File: src/rtl/swa_pkg.sv
package swa_pkg;
  typedef enum logic [1:0] {
    MODE_ALLOC  = 2'd0,
    MODE_COAL   = 2'd1,
    MODE_BYPASS = 2'd2
  } wr_mode_e;
endpackage

File: src/rtl/swa_seq_detect.sv
module swa_seq_detect #(
  parameter int ADDR_W = 32,
  parameter int SIZE_W = 8
) (
  input  logic              clk_i,
  input  logic              rst_ni,
  input  logic              wr_valid_i,
  input  logic [ADDR_W-1:0] wr_addr_i,
  input  logic [SIZE_W-1:0] wr_size_i,
  output logic              seq_hit_o
);
  logic [ADDR_W-1:0] next_q;
  logic [ADDR_W-1:0] size_ext;

  assign size_ext  = ADDR_W'(wr_size_i);
  assign seq_hit_o = (wr_addr_i == next_q);

  always_ff @(posedge clk_i or negedge rst_ni) begin
    if (!rst_ni) next_q <= '0;
    else if (wr_valid_i) next_q <= wr_addr_i + size_ext;
  end
endmodule

File: src/rtl/swa_run_ctrl.sv
module swa_run_ctrl
  import swa_pkg::*;
#(
  parameter int SIZE_W = 8,
  parameter int CNT_W  = 16
) (
  input  logic              clk_i,
  input  logic              rst_ni,
  input  logic              wr_valid_i,
  input  logic              seq_hit_i,
  input  logic [SIZE_W-1:0] wr_size_i,
  input  logic [CNT_W-1:0]  coal_limit_i,
  input  logic [CNT_W-1:0]  bypass_limit_i,
  output wr_mode_e          mode_o
);
  localparam int SUM_W = ((CNT_W > SIZE_W) ? CNT_W : SIZE_W) + 1;
  localparam logic [SUM_W-1:0] CNT_MAX = SUM_W'({CNT_W{1'b1}});

  wr_mode_e          mode_q, mode_d;
  logic [CNT_W-1:0]  cnt_q, cnt_d;
  logic [SUM_W-1:0]  run_sum, size_only;
  logic [CNT_W-1:0]  run_sat, size_sat;

  assign run_sum   = SUM_W'(cnt_q) + SUM_W'(wr_size_i);
  assign size_only = SUM_W'(wr_size_i);
  assign run_sat   = (run_sum > CNT_MAX) ? {CNT_W{1'b1}} : run_sum[CNT_W-1:0];
  assign size_sat  = (size_only > CNT_MAX) ? {CNT_W{1'b1}} : size_only[CNT_W-1:0];

  always_comb begin
    cnt_d  = cnt_q;
    mode_d = mode_q;
    if (wr_valid_i) begin
      if (seq_hit_i) begin
        if (mode_q != MODE_BYPASS) begin
          cnt_d = run_sat;
          if (mode_q == MODE_ALLOC && run_sat > coal_limit_i)
            mode_d = MODE_COAL;
          else if (mode_q == MODE_COAL && run_sat > bypass_limit_i)
            mode_d = MODE_BYPASS;
        end
      end else begin
        cnt_d  = size_sat;
        mode_d = MODE_ALLOC;
      end
    end
  end

  always_ff @(posedge clk_i or negedge rst_ni) begin
    if (!rst_ni) begin
      cnt_q  <= '0;
      mode_q <= MODE_ALLOC;
    end else begin
      cnt_q  <= cnt_d;
      mode_q <= mode_d;
    end
  end

  assign mode_o = mode_q;
endmodule

File: src/rtl/swa_delay_table.sv
module swa_delay_table #(
  parameter int DLY_ENTRIES = 8,
  parameter int DLY_W       = 8,
  parameter int IDX_W       = (DLY_ENTRIES > 1) ? $clog2(DLY_ENTRIES) : 1
) (
  input  logic                   clk_i,
  input  logic                   rst_ni,
  input  logic                   wr_valid_i,
  input  logic                   seq_hit_i,
  input  logic [IDX_W-1:0]       idx_i,
  input  logic [DLY_W-1:0]       thresh_i,
  output logic [DLY_ENTRIES-1:0] busy_o
);
  for (genvar g = 0; g < DLY_ENTRIES; g++) begin : g_ent
    logic [DLY_W-1:0] tmr_q;
    logic             sel;

    assign sel = wr_valid_i && (idx_i == IDX_W'(g));

    // a write to this entry wins over its countdown
    always_ff @(posedge clk_i or negedge rst_ni) begin
      if (!rst_ni)            tmr_q <= '0;
      else if (sel)           tmr_q <= seq_hit_i ? thresh_i : '0;
      else if (tmr_q != '0)   tmr_q <= tmr_q - 1'b1;
    end

    assign busy_o[g] = (tmr_q != '0);
  end
endmodule

File: src/rtl/stream_wr_alloc_tracker.sv
module stream_wr_alloc_tracker
  import swa_pkg::*;
#(
  parameter int ADDR_W      = 32,
  parameter int SIZE_W      = 8,
  parameter int BLK_W       = 26,
  parameter int CNT_W       = 16,
  parameter int DLY_W       = 8,
  parameter int DLY_ENTRIES = 8,
  localparam int IDX_W      = (DLY_ENTRIES > 1) ? $clog2(DLY_ENTRIES) : 1
) (
  input  logic                   clk_i,
  input  logic                   rst_ni,
  input  logic                   wr_valid_i,
  input  logic [ADDR_W-1:0]      wr_addr_i,
  input  logic [SIZE_W-1:0]      wr_size_i,
  input  logic [BLK_W-1:0]       wr_blk_i,
  input  logic [CNT_W-1:0]       coal_limit_i,
  input  logic [CNT_W-1:0]       bypass_limit_i,
  input  logic [DLY_W-1:0]       dly_thresh_i,
  output logic [1:0]             mode_o,
  output logic                   allocate_o,
  output logic                   coalesce_o,
  output logic [DLY_ENTRIES-1:0] dly_flags_o
);
  logic             seq_hit;
  logic [IDX_W-1:0] blk_idx;
  wr_mode_e         mode;
  logic             unused_blk_hi;

  assign blk_idx       = wr_blk_i[IDX_W-1:0];
  assign unused_blk_hi = ^wr_blk_i;

  swa_seq_detect #(.ADDR_W(ADDR_W), .SIZE_W(SIZE_W)) u_seq (
    .clk_i      (clk_i),
    .rst_ni     (rst_ni),
    .wr_valid_i (wr_valid_i),
    .wr_addr_i  (wr_addr_i),
    .wr_size_i  (wr_size_i),
    .seq_hit_o  (seq_hit)
  );

  swa_run_ctrl #(.SIZE_W(SIZE_W), .CNT_W(CNT_W)) u_run (
    .clk_i          (clk_i),
    .rst_ni         (rst_ni),
    .wr_valid_i     (wr_valid_i),
    .seq_hit_i      (seq_hit),
    .wr_size_i      (wr_size_i),
    .coal_limit_i   (coal_limit_i),
    .bypass_limit_i (bypass_limit_i),
    .mode_o         (mode)
  );

  swa_delay_table #(.DLY_ENTRIES(DLY_ENTRIES), .DLY_W(DLY_W), .IDX_W(IDX_W)) u_dly (
    .clk_i      (clk_i),
    .rst_ni     (rst_ni),
    .wr_valid_i (wr_valid_i),
    .seq_hit_i  (seq_hit),
    .idx_i      (blk_idx),
    .thresh_i   (dly_thresh_i),
    .busy_o     (dly_flags_o)
  );

  assign mode_o     = mode;
  assign allocate_o = (mode == MODE_ALLOC);
  assign coalesce_o = (mode == MODE_COAL) || (mode == MODE_BYPASS);
endmodule

File: config.mk
export PLATFORM = sky130hd
export DESIGN_NAME = stream_wr_alloc_tracker
export DESIGN_NICKNAME = d
export VERILOG_FILES = /design/src/rtl/swa_pkg.sv /design/src/rtl/swa_seq_detect.sv /design/src/rtl/swa_run_ctrl.sv /design/src/rtl/swa_delay_table.sv /design/src/rtl/stream_wr_alloc_tracker.sv
export SDC_FILE = /design/constraint.sdc
export NUM_CORES = 1
export LEC_CHECK = 0
export BUFFER_PORTS_ARGS = -buffer_cell sky130_fd_sc_hd__buf_2
export CAP_MARGIN = 10
export CORE_MARGIN = 4
export CORE_UTILIZATION = 55
export CTS_BUF_LIST = sky130_fd_sc_hd__clkbuf_8
export CTS_CLUSTER_DIAMETER = 50
export DETAILED_ROUTE_END_ITERATION = 16
export GPL_TIMING_DRIVEN = 0
export PLACE_DENSITY = 0.79
export SLEW_MARGIN = 30
export SYNTH_ARGS = -nofsm -noshare
export SYNTH_HDL_FRONTEND = slang
export SYNTH_SLANG_ARGS = --single-unit
File: constraint.sdc
create_clock -name clk_i -period 6.15 [get_ports clk_i]
set_clock_uncertainty 0.15 [all_clocks]
set_input_delay 0.615 -clock clk_i [delete_from_list [all_inputs] [get_ports clk_i]]
set_output_delay 0.615 -clock clk_i [all_outputs]
set_load 0.02 [all_outputs]
==> reports/qor.log <==
INFO  yosys          syn-num-nets=1,147
INFO  sta            final.hold.worst_slack=270ps
INFO  critical_path  critical_path_arrival=4440ps
INFO  final_layout   layout.cells.non_filler=1,294
INFO  yosys          synth_cell_type_count=75
INFO  sta            setup_viol=0
INFO  run_status     outcome=completed
INFO  routing        ant_nets_after_route=0
INFO  sta            grt_setup_unrepaired=no
INFO  place          dp.cells=1,261
INFO  clock_network  clock_tree.buffer_depth=2
INFO  yosys          postSynthCellCount=977
INFO  floorplanning  initial_utilization=55.8%
INFO  sta            finalWorstPathRequiredPeriod=4250ps
INFO  floorplanning  placement_rows=45
INFO  yosys          synth_top_area_share=33.8%
INFO  hold_path      hold_class=in -> reg
INFO  grt            grt_start_max_net_pins=68
INFO  grt            vias_in_the_first_global_route=7,397
INFO  sta            hold_violations=0
INFO  yosys          leading_cell_types_by_count_after_synthesis=dfrtp_1 (114), a21oi_1 (109), nor2_1 (105)
INFO  critical_path  peak_per_stage_delay_on_the_critical_path=520ps
INFO  clock_network  numCtsBuffers=17
INFO  sta            fin_crit_sh=69.1%
INFO  grt            grt.total_usage=24.7%
INFO  routing        vias_per_inst=5.85
INFO  floorplanning  die_h=132microns
INFO  clock_network  post-cts-setup-buffer-count=0
INFO  place          io_buffers=95
INFO  clock_network  ctsResizeCount=0
INFO  floorplanning  placeableCoreArea=15,100squm
INFO  sta            tightestPinTransition=824ps
INFO  yosys          post_synth_main_area_contributors=dfrtp_1 (34%), ha_1 (8.7%), a21oi_1 (6.5%), xor2_1 (5.8%), nor2_1 (4.7%)
INFO  sta            finalMaxSlewViolations=0
INFO  final_layout   post_route_cells_drive_above_1_share=16.6%
INFO  clock_network  clk_pin_slew=80ps
INFO  routing        route.final.wire_length=21.1mm
INFO  sta            timing.setup.tns=0ps
INFO  critical_path  highest_delay_cell_along_the_critical_path=o311ai_0
INFO  run            cap_violations=0
INFO  routing        avgRoutedWirePerCell=16.3microns
INFO  floorplanning  dieArea=17,400squm
INFO  final_layout   antennaDiodeCount=0
INFO  yosys          synth.yosys.seq_area_share=33.8%
INFO  critical_path  cp_max_fo=10
INFO  final_layout   nNetsFinal=1,263
INFO  critical_path  worst_setup_path_end_kind=flop
INFO  grt            antenna_violations_before_repair=0
INFO  clock_network  clock-sinks=114
INFO  routing        first_pass_iters=5
INFO  routing        vias=7,576
INFO  grt            first_pass_grt_wire_length=35.4mm
INFO  yosys          synth_adder_area_share=9.21%
INFO  yosys          compound_cell_area_share_of_the_yosys_netlist=17.9%
INFO  clock_network  tritoncts=done
INFO  power_and_ir_drop powerDensity=315nW/um^2
INFO  critical_path  crit_path_start_kind=flop
INFO  yosys          yosys.area_share.xor_xnor=9.02%
INFO  sta            fmaxAchievable=0.235GHz
INFO  yosys          synth_most_common_cell=dfrtp_1
INFO  yosys          syn_area=8450squm
INFO  critical_path  worst_setup_path_category=reg -> reg
INFO  floorplanning  die_w=132microns
INFO  power_and_ir_drop irDropWorstVdd=0.214mV
INFO  yosys          synth_seq_cells=114
INFO  yosys          yosys_warnings=0
INFO  final_layout   layout-area-overhead-vs-synth=13.4%
INFO  yosys          avgSynthCellArea=8.65squm
INFO  power_and_ir_drop power.static_leakage=4.26nW
INFO  yosys          synth_mux_area_share=1.69%
INFO  critical_path  path_buf_inv=3
INFO  critical_path  worst-endpoint-required=6340ps
INFO  routing        iteration_0_drc_count_of_the_detailed_router=627
INFO  yosys          synth_top_area_cell=dfrtp_1
INFO  clock_network  clockRootBuffer=clkbuf_8
INFO  floorplanning  io-pin-count=121
INFO  sta            timing.slew.headroom=44.9%
INFO  yosys          synth_async_sr_flop_share=100%
INFO  clock_network  cts_hold_buffers=1
INFO  clock_network  clock_insertion_delay_worst_skew=450ps
INFO  critical_path  critPathTopFamily=compound AO/OA/AOI/OAI gates
INFO  place          finalWeightedCongestion=0.908
INFO  place          post-dp-hpwl=15.8mm
INFO  yosys          synthSimpleGateAreaFrac=23.2%
INFO  clock_network  htree_levels=4
INFO  critical_path  cp_cell_sequence=ha_1, inv_1, fa_1, nand2b_1, a21oi_1, o211a_1, o21ai_1, buf_2, buf_2, nand2_1, ha_1, and4_1, nand4_1, o311ai_0, or2_2, o31ai_1, a32o_1
INFO  routing        post-route-drc-count=0
INFO  yosys          ys_dominant_reg_cell=dfrtp_1
INFO  yosys          synth_enable_flop_cells=0
INFO  yosys          synth_top_family_by_area=simple AND/OR/NAND/NOR gates
INFO  grt            grt_overflow_total=0
==> power breakdown <==
| group | internal (mW) | leakage (nW) | total (mW) | switching, mW |
|---|---|---|---|---|
| sequential | 1.00 | 1.36 | 1.26 | 0.258 |
| clock | 0.320 | 0.178 | 0.666 | 0.346 |
| combinational | 0.506 | 2.72 | 1.09 | 0.584 |
| total | 1.83 | 4.26 | 3.02 | 1.19 |
==> per-stage QoR <==
step | area (sq um) | setup WS, ps | utilization, % | total power, mW
final | 9580 | 1900 | 63.2 | 3.02
after detailed placement | 9200 | 1580 | 60.7 | 2.35
after floorplan | 8450 | 2190 | - | 2.07
after CTS | 9580 | 1940 | 63.2 | 3.03
after global routing | 9580 | 1510 | 63.2 | 3.28
after global placement | 9160 | 1620 | 60.5 | 2.29
==> cell usage in the layout, fill, tap and decap left out, drive strengths merged, types with 22 or more instances in the layout <==
master / n
dfrtp: 114
a21oi: 110
buf: 108
nor2: 106
inv: 85
nand2: 62
ha: 59
xor2: 56
nor3: 42
a211oi: 38
clkbuf: 34
nand3: 31
xnor2: 31
o21ai: 22
==> flip-flops by register name, indices dropped and copies added (netlist names) <==
signal and flops:
u_dly.g_ent.tmr_q 64, u_run.cnt_q 16, u_seq.next_q 32, u_run.mode_o 2
==> final timing paths <==
kind                            slack, ps  cells past startpoint                                  end                       start
worst max-delay path                 1900                     17          u_run.mode_o[0]$_DFFE_PN0P_  u_run.cnt_q[0]$_DFFE_PN0P_
max in group asynchronous            4670                      3          u_seq.next_q[4]$_DFFE_PN0P_                      rst_ni
worst min-delay path                  270                      3  u_dly.g_ent[4].tmr_q[4]$_DFFE_PN0P_             dly_thresh_i[4]
min in group asynchronous             500                      2  u_dly.g_ent[0].tmr_q[2]$_DFFE_PN0P_                      rst_ni
worst max register to register       1900                     17          u_run.mode_o[0]$_DFFE_PN0P_  u_run.cnt_q[0]$_DFFE_PN0P_
worst min register to register        360                      2           u_run.cnt_q[0]$_DFFE_PN0P_  u_run.cnt_q[0]$_DFFE_PN0P_
==> tightest hold or removal path, delay by kind of cell <==
kind	cells	cell delay (ps)
compound gates	1	70
buf+inv	1	90
simple gates	1	50
==> per-layer routing <==
layer  track usage (%)  vias to the layer above  share of wire [%]
li1                  -                     3712                  -
met1              33.0                     3591                 45
met2              39.9                      225                 47
met3              5.61                       48                5.3
met4              8.05                        0                2.6
met5                 0                        -                  0
==> kinds of logic (layout without fill, tap and decap cells) <==
group                    count (synthesis)  after routing
AO/OA/AOI/OAI                          228            228
multiplexers                            13             13
XOR/XNOR                                87             87
buffers and inverters                  112            241
AND/OR/NAND/NOR                        362            362
flip-flops                             114            114
adder cells (fa/ha/maj)                 61             61
==> area by class of cell <==
cell class / instances / area (sq um)
buffer: 29 / 133
clock inverter: 15 / 136
inverter: 83 / 312
multi-input combinational: 751 / 5150
tap: 188 / 235
fill: 1305 / 5570
timing repair buffer: 97 / 523
clock buffer: 17 / 234
sequential: 114 / 2850
(Power assumes the default switching activity.)
